[config.mk]
export PLATFORM = sky130hd
export DESIGN_NAME = uart_rx_lsr
export DESIGN_NICKNAME = d
export VERILOG_FILES = /design/src/rtl/uart_rx_pkg.sv /design/src/rtl/rx_sync.sv /design/src/rtl/rx_frame_engine.sv /design/src/rtl/rx_break_timer.sv /design/src/rtl/rx_status_regs.sv /design/src/rtl/uart_rx_lsr.sv
export SDC_FILE = /design/constraint.sdc
export NUM_CORES = 1
export LEC_CHECK = 0
export BUFFER_PORTS_ARGS = -buffer_cell sky130_fd_sc_hd__buf_4
export CELL_PAD_IN_SITES_DETAIL_PLACEMENT = 0
export CELL_PAD_IN_SITES_GLOBAL_PLACEMENT = 1
export CORE_ASPECT_RATIO = 1.5
export CORE_MARGIN = 1.5
export CORE_UTILIZATION = 48
export DETAILED_ROUTE_END_ITERATION = 10
export GPL_ROUTABILITY_DRIVEN = 0
export PLACE_DENSITY_LB_ADDON = 0.1
export SYNTH_ARGS = -nofsm -noshare
export SYNTH_HDL_FRONTEND = slang
export SYNTH_SLANG_ARGS = --single-unit
[constraint.sdc]
create_clock -name clk -period 7.71 [get_ports clk]
set_clock_uncertainty 0.2 [all_clocks]
set_input_delay 1.542 -clock clk [delete_from_list [all_inputs] [get_ports clk]]
set_output_delay 1.542 -clock clk [all_outputs]
set_load 0.01 [all_outputs]
[src/rtl/uart_rx_pkg.sv]
// Shared constants and types for the UART receiver.
// Assumes a data path of at most 8 bits and a minimum character of 5 bits.
package uart_rx_pkg;
    localparam int DATA_W   = 8;
    localparam int MIN_BITS = 5;
    localparam int CFG_W    = $clog2(DATA_W - MIN_BITS + 1);

    typedef enum logic [2:0] {
        RX_IDLE, RX_START, RX_DATA, RX_PARITY, RX_STOP, RX_WAIT_HIGH
    } rx_state_e;

    // Line status flags; packed so that dr lands on bit 0 and brk on bit 4.
    typedef struct packed {
        logic brk;
        logic fe;
        logic pe;
        logic oe;
        logic dr;
    } lsr_bits_t;
endpackage

[src/rtl/rx_sync.sv]
// Multi-flop synchronizer for the asynchronous serial input.
// Resets to the idle (high) line level.
module rx_sync #(
    parameter int STAGES = 2
) (
    input  logic clk,
    input  logic rst_n,
    input  logic din,
    output logic dout
);
    logic [STAGES-1:0] pipe_q;

    // Shift the input through the flop chain.
    always_ff @(posedge clk) begin
        if (!rst_n) pipe_q <= '1;
        else        pipe_q <= {pipe_q[STAGES-2:0], din};
    end

    assign dout = pipe_q[STAGES-1];
endmodule

[src/rtl/rx_frame_engine.sv]
// Frame sampler: finds the start bit, samples each bit at mid-bit on the
// oversample tick and delivers one character with its parity and framing
// result. Assumes the configuration stays still while a frame is received.
module rx_frame_engine
    import uart_rx_pkg::*;
#(
    parameter int OSR = 16
) (
    input  logic              clk,
    input  logic              rst_n,
    input  logic              tick,
    input  logic              rxd_s,
    input  logic [CFG_W-1:0]  cfg_bits,
    input  logic              par_en,
    input  logic              par_even,
    output logic              load_evt,
    output logic [DATA_W-1:0] load_data,
    output logic              load_pe,
    output logic              load_fe
);
    localparam int CNT_W = $clog2(OSR);
    localparam int IDX_W = $clog2(DATA_W);
    localparam logic [CNT_W-1:0] MID  = CNT_W'(OSR / 2 - 1);
    localparam logic [CNT_W-1:0] LAST = CNT_W'(OSR - 1);

    rx_state_e         state_q;
    logic [CNT_W-1:0]  cnt_q;
    logic [IDX_W-1:0]  idx_q;
    logic [DATA_W-1:0] shreg_q;
    logic              par_acc_q;
    logic              par_bad_q;
    logic [IDX_W-1:0]  last_idx;
    logic [IDX_W-1:0]  align_sh;
    logic [DATA_W-1:0] aligned;
    logic              par_mismatch;

    // Derive the last bit index, the alignment shift and the parity outcome.
    always_comb begin
        last_idx     = IDX_W'(MIN_BITS - 1) + IDX_W'(cfg_bits);
        align_sh     = IDX_W'(DATA_W - MIN_BITS) - IDX_W'(cfg_bits);
        aligned      = shreg_q >> align_sh;
        par_mismatch = par_even ? (par_acc_q ^ rxd_s) : ~(par_acc_q ^ rxd_s);
    end

    // Receive state machine, advanced on each oversample tick.
    always_ff @(posedge clk) begin
        if (!rst_n) begin
            state_q   <= RX_IDLE;
            cnt_q     <= '0;
            idx_q     <= '0;
            shreg_q   <= '0;
            par_acc_q <= 1'b0;
            par_bad_q <= 1'b0;
            load_evt  <= 1'b0;
            load_data <= '0;
            load_pe   <= 1'b0;
            load_fe   <= 1'b0;
        end else begin
            load_evt <= 1'b0;
            if (tick) begin
                unique case (state_q)
                    RX_IDLE: begin
                        if (!rxd_s) begin
                            state_q <= RX_START;
                            cnt_q   <= '0;
                        end
                    end
                    RX_START: begin
                        if (cnt_q == MID) begin
                            cnt_q <= '0;
                            if (rxd_s) begin
                                state_q <= RX_IDLE;
                            end else begin
                                state_q   <= RX_DATA;
                                idx_q     <= '0;
                                par_acc_q <= 1'b0;
                                par_bad_q <= 1'b0;
                            end
                        end else begin
                            cnt_q <= cnt_q + 1'b1;
                        end
                    end
                    RX_DATA: begin
                        if (cnt_q == LAST) begin
                            cnt_q     <= '0;
                            shreg_q   <= {rxd_s, shreg_q[DATA_W-1:1]};
                            par_acc_q <= par_acc_q ^ rxd_s;
                            if (idx_q == last_idx) state_q <= par_en ? RX_PARITY : RX_STOP;
                            else                   idx_q   <= idx_q + 1'b1;
                        end else begin
                            cnt_q <= cnt_q + 1'b1;
                        end
                    end
                    RX_PARITY: begin
                        if (cnt_q == LAST) begin
                            cnt_q     <= '0;
                            par_bad_q <= par_mismatch;
                            state_q   <= RX_STOP;
                        end else begin
                            cnt_q <= cnt_q + 1'b1;
                        end
                    end
                    RX_STOP: begin
                        if (cnt_q == LAST) begin
                            cnt_q     <= '0;
                            load_evt  <= 1'b1;
                            load_data <= aligned;
                            load_pe   <= par_en & par_bad_q;
                            load_fe   <= ~rxd_s;
                            state_q   <= rxd_s ? RX_IDLE : RX_WAIT_HIGH;
                        end else begin
                            cnt_q <= cnt_q + 1'b1;
                        end
                    end
                    RX_WAIT_HIGH: begin
                        if (rxd_s) state_q <= RX_IDLE;
                    end
                    default: state_q <= RX_IDLE;
                endcase
            end
        end
    end

    AST_FALSE_START: assert property (@(posedge clk) disable iff (!rst_n)
        (state_q == RX_START && tick && cnt_q == MID && rxd_s) |=> (state_q == RX_IDLE && !load_evt));
    AST_NO_LOAD_WHILE_LOW: assert property (@(posedge clk) disable iff (!rst_n)
        (state_q == RX_WAIT_HIGH) |=> !load_evt);
    AST_SINGLE_LOAD_PULSE: assert property (@(posedge clk) disable iff (!rst_n)
        load_evt |=> !load_evt);
endmodule

[src/rtl/rx_break_timer.sv]
// Break timer: counts oversample ticks while the line is low and pulses once
// when the low time exceeds one whole frame for the current configuration.
module rx_break_timer
    import uart_rx_pkg::*;
#(
    parameter int OSR = 16
) (
    input  logic             clk,
    input  logic             rst_n,
    input  logic             tick,
    input  logic             rxd_s,
    input  logic [CFG_W-1:0] cfg_bits,
    input  logic             par_en,
    input  logic             two_stop,
    output logic             brk_evt
);
    localparam int MAX_FRAME = OSR * (1 + DATA_W + 1 + 2);
    localparam int BRK_W     = $clog2(MAX_FRAME + 2);

    logic [BRK_W-1:0] cnt_q;
    logic [BRK_W-1:0] frame_len;

    // Frame time in ticks: start, data, optional parity, one or two stops.
    always_comb begin
        frame_len = BRK_W'(OSR) * (BRK_W'(MIN_BITS + 2) + BRK_W'(cfg_bits)
                                   + BRK_W'(par_en) + BRK_W'(two_stop));
    end

    // Count low ticks, saturating one past the frame length.
    always_ff @(posedge clk) begin
        if (!rst_n) begin
            cnt_q   <= '0;
            brk_evt <= 1'b0;
        end else begin
            brk_evt <= 1'b0;
            if (rxd_s) begin
                cnt_q <= '0;
            end else if (tick && cnt_q <= frame_len) begin
                cnt_q <= cnt_q + 1'b1;
                if (cnt_q == frame_len) brk_evt <= 1'b1;
            end
        end
    end

    AST_BRK_ONE_PULSE: assert property (@(posedge clk) disable iff (!rst_n)
        brk_evt |=> !brk_evt);
    AST_BRK_PAST_FRAME: assert property (@(posedge clk) disable iff (!rst_n)
        brk_evt |-> (cnt_q == frame_len + 1'b1));
endmodule

[src/rtl/rx_status_regs.sv]
// Receive buffer and line status flags with per-flag set and clear rules.
// A set event in a cycle wins over a clear in the same cycle.
module rx_status_regs
    import uart_rx_pkg::*;
(
    input  logic              clk,
    input  logic              rst_n,
    input  logic              load_evt,
    input  logic [DATA_W-1:0] load_data,
    input  logic              load_pe,
    input  logic              load_fe,
    input  logic              brk_evt,
    input  logic              rd_buf,
    input  logic              rd_status,
    input  logic              wr_dr_zero,
    output logic [DATA_W-1:0] rbr,
    output lsr_bits_t         lsr
);
    logic oe_set;

    // Overrun: a new character arrives while the old one is still unread.
    always_comb oe_set = load_evt & lsr.dr & ~rd_buf;

    // Receive buffer: replaced on every delivered character.
    always_ff @(posedge clk) begin
        if (!rst_n)        rbr <= '0;
        else if (load_evt) rbr <= load_data;
    end

    // Data-ready: set on load, cleared by buffer read or a zero write.
    always_ff @(posedge clk) begin
        if (!rst_n)                      lsr.dr <= 1'b0;
        else if (load_evt)               lsr.dr <= 1'b1;
        else if (rd_buf || wr_dr_zero)   lsr.dr <= 1'b0;
    end

    // Error flags: sticky until the status register is read.
    always_ff @(posedge clk) begin
        if (!rst_n) begin
            lsr.oe  <= 1'b0;
            lsr.pe  <= 1'b0;
            lsr.fe  <= 1'b0;
            lsr.brk <= 1'b0;
        end else begin
            lsr.oe  <= oe_set              | (lsr.oe  & ~rd_status);
            lsr.pe  <= (load_evt & load_pe) | (lsr.pe  & ~rd_status);
            lsr.fe  <= (load_evt & load_fe) | (lsr.fe  & ~rd_status);
            lsr.brk <= brk_evt             | (lsr.brk & ~rd_status);
        end
    end

    AST_DR_ON_LOAD: assert property (@(posedge clk) disable iff (!rst_n)
        load_evt |=> lsr.dr);
    AST_BUF_HOLDS: assert property (@(posedge clk) disable iff (!rst_n)
        !load_evt |=> $stable(rbr));
    AST_OVERRUN_SET: assert property (@(posedge clk) disable iff (!rst_n)
        (load_evt && lsr.dr && !rd_buf) |=> lsr.oe);
    AST_ERR_CLEARED: assert property (@(posedge clk) disable iff (!rst_n)
        (rd_status && !load_evt && !brk_evt) |=> (!lsr.oe && !lsr.pe && !lsr.fe && !lsr.brk));
    AST_DR_KEPT_ON_STATUS_READ: assert property (@(posedge clk) disable iff (!rst_n)
        (rd_status && !rd_buf && !wr_dr_zero && lsr.dr) |=> lsr.dr);
endmodule

[src/rtl/uart_rx_lsr.sv]
// Top of the UART receiver: synchronizer, frame sampler, break timer and
// status registers behind a one-bit-address register port.
// Assumes os_tick pulses for one clock at 16x the bit rate.
module uart_rx_lsr
    import uart_rx_pkg::*;
#(
    parameter int OSR         = 16,
    parameter int SYNC_STAGES = 2
) (
    input  logic             clk,
    input  logic             rst_n,
    input  logic             os_tick,
    input  logic             rxd,
    input  logic [CFG_W-1:0] cfg_data_bits,
    input  logic             cfg_parity_en,
    input  logic             cfg_parity_even,
    input  logic             cfg_two_stop,
    input  logic             ie_line_status,
    input  logic             cpu_addr,
    input  logic             cpu_rd,
    input  logic             cpu_wr,
    input  logic [7:0]       cpu_wdata,
    output logic [7:0]       cpu_rdata,
    output logic             irq_line_status
);
    logic              rxd_s;
    logic              load_evt;
    logic [DATA_W-1:0] load_data;
    logic              load_pe;
    logic              load_fe;
    logic              brk_evt;
    logic [DATA_W-1:0] rbr;
    lsr_bits_t         lsr;
    logic              rd_buf;
    logic              rd_status;
    logic              wr_dr_zero;

    // Decode CPU strobes into per-register events.
    always_comb begin
        rd_buf     = cpu_rd & ~cpu_addr;
        rd_status  = cpu_rd &  cpu_addr;
        wr_dr_zero = cpu_wr &  cpu_addr & ~cpu_wdata[0];
    end

    rx_sync #(.STAGES(SYNC_STAGES)) u_sync (
        .clk(clk), .rst_n(rst_n), .din(rxd), .dout(rxd_s)
    );

    rx_frame_engine #(.OSR(OSR)) u_frame (
        .clk(clk), .rst_n(rst_n), .tick(os_tick), .rxd_s(rxd_s),
        .cfg_bits(cfg_data_bits), .par_en(cfg_parity_en), .par_even(cfg_parity_even),
        .load_evt(load_evt), .load_data(load_data), .load_pe(load_pe), .load_fe(load_fe)
    );

    rx_break_timer #(.OSR(OSR)) u_break (
        .clk(clk), .rst_n(rst_n), .tick(os_tick), .rxd_s(rxd_s),
        .cfg_bits(cfg_data_bits), .par_en(cfg_parity_en), .two_stop(cfg_two_stop),
        .brk_evt(brk_evt)
    );

    rx_status_regs u_status (
        .clk(clk), .rst_n(rst_n), .load_evt(load_evt), .load_data(load_data),
        .load_pe(load_pe), .load_fe(load_fe), .brk_evt(brk_evt),
        .rd_buf(rd_buf), .rd_status(rd_status), .wr_dr_zero(wr_dr_zero),
        .rbr(rbr), .lsr(lsr)
    );

    // Register read mux; the upper status bits are tied low.
    always_comb begin
        if (cpu_addr) cpu_rdata = {3'b000, lsr};
        else          cpu_rdata = 8'(rbr);
    end

    // Interrupt request from any enabled receive error.
    always_comb irq_line_status = ie_line_status & (lsr.oe | lsr.pe | lsr.fe | lsr.brk);

    AST_IRQ_FOLLOWS_FLAG: assert property (@(posedge clk) disable iff (!rst_n)
        (ie_line_status && $past(ie_line_status) && brk_evt) |=> irq_line_status);
    AST_STATUS_HIGH_ZERO: assert property (@(posedge clk) disable iff (!rst_n)
        cpu_addr |-> (cpu_rdata[7:5] == 3'b000));
endmodule

==> results by group, run 1 <==
Die
  • # IOs: 30
  • Initial Util: 49.6%
  • Die Width: 65.9 µm
  • Die H: 97.3 µm
  • Std cell rows: 34
  • Die ar.: 0.00641 mm²
  • Placeable Area: 0.00574 mm²

Layout
  • Area Growth Syn to Fin: 10.6%
  • Share of cells above drive strength 1: 12.8%
  • Diodes inserted: 0
  • Fin nets: 369
  • Layout Cells excl Fill: 409
  • Most common cell after layout, fill and taps aside: dfxtp_1
  • Commonest non-fill, non-tap cells in the layout: dfxtp_1, nand2_1, buf_4

Detailed routing
  • Wire length per cell: 14.7 µm
  • Post-route DRC violation count: 0
  • Drt total wl: 6000 µm
  • Via count of the routed design: 2301
  • Vias per inst: 5.63
  • Drt first-iter violations: 80
  • DRT Pass-1 Iters: 4
  • Count of antenna-violating nets left after detailed routing: 0

STA
  • Setup_tns: 0 ns
  • Final setup vio count: 0
  • Max Slew Vio Count: 0
  • RSZ-0062 raised after global routing: no
  • Period Utilization, post-route: 59.6%
  • Worst setup margin: 3.11 ns
  • Slew headroom: 42.0%
  • Hold slack final: 0.218 ns
  • Final Hold Vio Count: 0
  • Slew @ Worst Pin: 0.870 ns
  • Crit path time final: 4.60 ns
  • Max Freq: 217 MHz

Outcome
  • Status: complete, no violations

Worst setup path
  • Crit. End Element: register
  • Critical Path RT: 7.76 ns
  • Worst path max stage delay: 0.67 ns
  • Crit path top cell by count: ha_1
  • CP arrival: 4.65 ns
  • Critical path class: in -> reg
  • CP Launch Type: input port
  • Slowest CP cell: a21oi_1
  • Crit path cell chain: buf_4 -> clkinv_1 -> ha_1 -> inv_1 -> ha_1 -> inv_1 -> fa_1 -> xnor2_1 -> ha_1 -> nand4b_1 -> nor2_1 -> a21oi_1 -> o21ai_0 -> a21oi_1
  • Crit Path Max Fanout: 14

Placed design
  • Port Buffer Count: 22
  • Cell count after placement: 401
  • DP HPWL: 4210 µm
  • Dpl ws: 2.77 ns

CTS
  • Clk_lat worst skew: 0.31 ns
  • Max Buffers Root-to-Sink: 2
  • Hold buffer count at cts: 0
  • Clock-pin slew on the worst setup and hold paths: 0.10 ns
  • CTS H-tree depth: 2
  • Root buf cell: clkbuf_8
  • CTS tree: yes
  • Num CTS Buffers: 5
  • Postcts setup bufs: 0
  • CTS Sinks: 55
  • PostCTS Resize Cnt: 0

Global route
  • First-pass GRT wire length: 10300 µm
  • Overflow after GRT: 0
  • Largest net degree at the start of global routing: 43
  • Vias in the first global route: 2265
  • Initial antenna violation count: 0
  • All-Layer GR Usage: 20.2%

Yosys
  • Synthesized area: 0.00285 mm²
  • Synth Area in Simple Gates: 21.5%
  • Adder-Cell Fraction of Synth Area: 5.54%
  • Syn Area/Cell: 8.76 µm²
  • Ys Warns: 0
  • Compound-Gate Fraction of Synth Area: 18.4%
  • Cells after synthesis: 325
  • Post-synthesis register bit count: 55
  • Mux cell area share after synthesis: 9.45%
  • Synth Flop Type: dfxtp_1
  • Netlist cell types: 51
  • Largest family of logic cells by synthesized area: simple AND/OR/NAND/NOR gates
  • Asr flop ratio synth: 0%
  • Sequential area share after synthesis: 38.7%
  • Post-synth EDFFs: 0
  • Post-Synth XOR/XNOR Area: 2.15%
  • Mapped Nets: 358

Pwr
  • Maximum vdd drop: 98.8 µV
  • Overall power: 533 µW
  • Leak Pwr: 1.15 nW
  • Power Dens Cells: 169 mW/mm²

Run
  • Max_cap viols: 0

Min path
  • Worst Hold Class: reg -> reg
-- Yosys cell counts (all sizes together), types with 4 or more instances --
| cell type | instances | area [µm²] |
|---|---|---|
| or3 | 6 | 37.5 |
| inv | 11 | 41.3 |
| nor2 | 20 | 80.1 |
| a21boi | 14 | 105 |
| clkbuf | 11 | 41.3 |
| mux2i | 19 | 190 |
| ha | 11 | 138 |
| mux2 | 7 | 78.8 |
| a22oi | 4 | 30.0 |
| o211ai | 4 | 30.0 |
| buf | 7 | 33.8 |
| nand2b | 6 | 37.5 |
| o21ai | 22 | 110 |
| dfxtp | 55 | 1100 |
| nand3 | 13 | 65.1 |
| a21oi | 15 | 75.1 |
| xnor2 | 7 | 61.3 |
| nor2b | 21 | 131 |
| nand2 | 28 | 105 |
-- power by group --
part,total (mW),internal (mW),switching [mW]
combinational,0.0390,0.0175,0.0216
clock,0.206,0.107,0.0989
sequential,0.288,0.285,0.00268
total,0.533,0.410,0.123
-- final timing paths --
| path | from | end | slack [ns] | cells after the start |
|---|---|---|---|---|
| hold reg to reg | u_sync.pipe_q[0]$_SDFF_PN1_ | u_sync.pipe_q[1]$_SDFF_PN1_ | 0.22 | 1 |
| setup reg to reg | u_frame.cnt_q[0]$_SDFFE_PN0P_ | u_frame.idx_q[1]$_SDFFE_PN0P_ | 5.34 | 6 |
| setup / recovery | cfg_data_bits[0] | u_break.cnt_q[5]$_SDFFE_PP0P_ | 3.11 | 14 |
| hold / removal | u_sync.pipe_q[0]$_SDFF_PN1_ | u_sync.pipe_q[1]$_SDFF_PN1_ | 0.22 | 1 |
-- flip-flops by register name (all words and copies together), names as in the netlist --
register	count
u_status.lsr	5
u_frame.idx_q	3
u_frame.cnt_q	4
u_frame.load_fe	1
u_frame.load_data	8
u_frame.par_acc_q	1
u_sync.pipe_q	2
u_frame.load_pe	1
u_break.brk_evt	1
u_frame.state_q	3
u_frame.par_bad_q	1
u_frame.shreg_q	8
u_break.cnt_q	8
u_frame.load_evt	1
u_status.rbr	8
-- metal layers --
| layer | vias to the layer above | routed length [µm] | track usage [%] |
|---|---|---|---|
| li1 | 1173 | - | - |
| met1 | 1101 | 2680 | 24.2 |
| met5 | - | 0 | 0 |
| met3 | 6 | 98 | 2.78 |
| met4 | 0 | 82 | 5.93 |
| met2 | 21 | 3140 | 36.4 |
-- cell type report --
type	instances	area (µm²)
clock inverter	2	38.8
inverter	13	48.8
clock buffer	6	82.6
fill	569	2590
tap	72	90.1
timing repair buffer	22	165
sequential	55	1100
multi-input combinational	239	1620
-- critical path, delay by kind of cell --
family | cells | cell delay [ns]
adder cells (fa/ha/maj) | 4 | 1.16
AO/OA/AOI/OAI | 3 | 1.05
buffers and inverters | 4 | 0.51
AND/OR/NAND/NOR | 2 | 0.19
XOR/XNOR | 1 | 0.18
-- through the flow --
stage | instance area [µm²] | utilization [%]
CTS | 3150 | 54.8
global placement | 3030 | 52.7
detailed placement | 3030 | 52.7
floorplan | 2850 | -
finish | 3150 | 54.8
global route | 3150 | 54.8
-- logic make-up (layout without fill, tap and decap cells) --
family | Yosys count | in the layout
AO/OA/AOI/OAI | 79 | 79
XOR/XNOR | 7 | 7
adder cells (fa/ha/maj) | 12 | 12
buffers and inverters | 31 | 43
flip-flops | 55 | 55
multiplexers | 26 | 26
AND/OR/NAND/NOR | 115 | 115
No activity file was read; power rests on OpenSTA's default activity.
==> run 2: changes to the inputs <==
--- a/config.mk
+++ b/config.mk
@@ -10,7 +10,7 @@
 export CELL_PAD_IN_SITES_GLOBAL_PLACEMENT = 1
 export CORE_ASPECT_RATIO = 1.5
 export CORE_MARGIN = 1.5
-export CORE_UTILIZATION = 48
+export CORE_UTILIZATION = 44
 export DETAILED_ROUTE_END_ITERATION = 10
 export GPL_ROUTABILITY_DRIVEN = 0
 export PLACE_DENSITY_LB_ADDON = 0.1
==> constraint.sdc (replaced) <==
create_clock -name clk -period 4.8 [get_ports clk]
set_clock_uncertainty 0.2 [all_clocks]
set_input_delay 0.96 -clock clk [delete_from_list [all_inputs] [get_ports clk]]
set_output_delay 0.96 -clock clk [all_outputs]
set_load 0.01 [all_outputs]
==> results by group, run 2 (synthesis gave the netlist of run 1 again) <==
Outcome
  • Status: complete, no violations

Min path
  • Min-delay src: u_sync.pipe_q[0]$_SDFF_PN1_
  • Hold EP: u_sync.pipe_q[1]$_SDFF_PN1_
  • Hold Path Cell Cnt: 1 (unchanged)
  • Worst Hold Class: reg -> reg

Detailed routing
  • Via count of the routed design: 2285 (-0.70%)
  • Drt first-iter violations: 118 (+48%)
  • Post-route DRC violation count: 0 (unchanged)
  • Vias per inst: 5.52 (-1.9%)
  • Count of antenna-violating nets left after detailed routing: 0 (unchanged)
  • DRT Pass-1 Iters: 4 (unchanged)
  • Wire length per cell: 14.4 µm (-1.7%)
  • Drt total wl: 5970 µm (-0.48%)

Pwr
  • Maximum vdd drop: 166 µV (+68%)
  • Leak Pwr: 1.15 nW (about the same)
  • Overall power: 797 µW (+50%)
  • Power Dens Cells: 253 mW/mm² (+50%)

Placed design
  • Port Buffer Count: 22 (unchanged)
  • Dpl ws: 0.954 ns (-1.82 ns)
  • Placed inst area: 0.00305 mm² (+0.83%)
  • Cell count after placement: 406 (+1.2%)
  • DP HPWL: 4240 µm (+0.78%)

STA
  • Slew headroom: 55.5% (+13 points)
  • RSZ-0062 raised after global routing: no
  • Setup_tns: 0 ns (unchanged)
  • Worst setup margin: 1.28 ns (-1.83 ns)
  • Max Freq: 284 MHz
  • Final Hold Vio Count: 0 (unchanged)
  • Max Slew Vio Count: 0 (unchanged)
  • Crit path time final: 3.52 ns
  • Final setup vio count: 0 (unchanged)
  • Hold slack final: 0.217 ns (-0.000303 ns)
  • Period Utilization, post-route: 73.4%
  • Slew @ Worst Pin: 0.657 ns (-0.213 ns)

Worst setup path
  • R2R Setup Slk: 2.37 ns (-2.97 ns)
  • Worst reg2reg path depth: 6 (unchanged)
  • CP arrival: 3.57 ns (-1.08 ns)
  • Slowest CP cell: fa_1
  • Crit path cell chain: buf_4 -> clkinv_1 -> ha_1 -> inv_1 -> ha_1 -> inv_1 -> fa_1 -> ha_1 -> nor2b_1 -> o211ai_1 -> a21oi_1 -> buf_4 -> or3_1 -> a21oi_1
  • Critical Path RT: 4.85 ns (-2.91 ns)
  • CP Launch Type: input port
  • Worst reg2reg startpoint: u_frame.cnt_q[0]$_SDFFE_PN0P_
  • Worst r2r dst: u_frame.par_acc_q$_SDFFE_PN0P_
  • Crit Path Max Fanout: 8 (-6)
  • Crit path top cell by count: ha_1
  • Worst path max stage delay: 0.45 ns (-0.22 ns)
  • Crit. End Element: register
  • Critical path class: in -> reg

CTS
  • Num CTS Buffers: 5 (unchanged)
  • Clock-pin slew on the worst setup and hold paths: 0.10 ns (about the same)
  • CTS Sinks: 55 (unchanged)
  • PostCTS Resize Cnt: 0 (unchanged)
  • Clk_lat worst skew: 0.31 ns (about the same)
  • Root buf cell: clkbuf_8
  • Max Buffers Root-to-Sink: 2 (unchanged)
  • CTS tree: yes
  • Hold buffer count at cts: 0 (unchanged)
  • Postcts setup bufs: 0 (unchanged)
  • CTS H-tree depth: 2 (unchanged)

Die
  • Die ar.: 0.00697 mm² (+8.7%)
  • Placeable Area: 0.00622 mm² (+8.3%)
  • Die H: 102 µm (+4.3%)
  • Std cell rows: 35 (+2.9%)
  • Die Width: 68.7 µm (+4.2%)
  • # IOs: 30 (unchanged)
  • Initial Util: 45.8% (-3.8 points)

Layout
  • Commonest non-fill, non-tap cells in the layout: dfxtp_1, nand2_1, buf_4
  • Fin nets: 372 (+0.81%)
  • Finished layout cell area: 0.00315 mm² (about the same)
  • # fillers: 644 (+13%)
  • Register area: 0.00110 mm² (unchanged)
  • Core Util, Final: 50.6% (-4.2 points)
  • Layout Cells excl Fill: 414 (+1.2%)
  • Diodes inserted: 0 (unchanged)
  • Share of cells above drive strength 1: 13.2% (+0.48 points)
  • Combined area of the multi-input logic cells: 0.00162 mm² (unchanged)
  • Area Growth Syn to Fin: 10.5% (about the same)
  • Most common cell after layout, fill and taps aside: dfxtp_1

Run
  • Max_cap viols: 0 (unchanged)

Global route
  • Overflow after GRT: 0 (unchanged)
  • All-Layer GR Usage: 18.6% (-1.6 points)
  • Vias in the first global route: 2189 (-3.4%)
  • Largest net degree at the start of global routing: 43 (unchanged)
  • First-pass GRT wire length: 9890 µm (-4.3%)
  • Initial antenna violation count: 0 (unchanged)
==> run 2: changes by cell type in the layout (fill, tap and decap cells not counted), sizes merged <==
cell | before | now
buf | 22 | 25
bufinv | 1 | 0
clkbuf | 6 | 7
clkinv | 2 | 3
inv | 12 | 11
==> run 2: worst max-delay path, delay by kind of cell <==
kind	cells	cell delay [ns]
fa+ha+maj	4	1.21
buf+inv	5	0.51
simple gates	2	0.47
compound gates	3	0.40
==> run 2: how the worst max path moves through the flow <==
stage,slack [ns],startpoint,endpoint,depth (start not counted)
2_1_floorplan,0.74,cfg_data_bits[0],u_break.cnt_q[7]$_SDFFE_PP0P_,14
3_3_place_gp,0.96,cfg_data_bits[0],u_break.cnt_q[3]$_SDFFE_PP0P_,14
3_5_place_dp,0.95,cfg_data_bits[0],u_break.cnt_q[4]$_SDFFE_PP0P_,14
4_1_cts,1.28,cfg_data_bits[0],u_break.cnt_q[5]$_SDFFE_PP0P_,14
5_1_grt,1.09,cfg_data_bits[0],u_break.cnt_q[3]$_SDFFE_PP0P_,14
6_report,1.28,cfg_data_bits[0],u_break.cnt_q[5]$_SDFFE_PP0P_,14
==> run 2: routing by layer <==
| layer | vias up | GRT usage [%] | share of wire [%] |
|---|---|---|---|
| met5 | - | 0 | 0 |
| met4 | 0 | 4.62 | 1.1 |
| met3 | 5 | 3.00 | 1.7 |
| met2 | 16 | 34.0 | 52 |
| met1 | 1078 | 21.7 | 45 |
| li1 | 1186 | - | - |
==> run 2: report_power, final <==
group	switching, mW	internal, mW
clock network	0.153	0.119
logic	0.0345	0.0298
registers	0.00410	0.458
==> run 2: area by class of cell <==
| type | instances | share of cell area [%] |
|---|---|---|
| clock buffers | 7 | 2.74 |
| well taps | 74 | 2.94 |
| flip-flops and latches | 55 | 35.0 |
| inverters | 13 | 1.55 |
| clock inverters | 1 | 0.278 |
| multi-input cells | 239 | 51.6 |
| repair buffers | 25 | 5.96 |
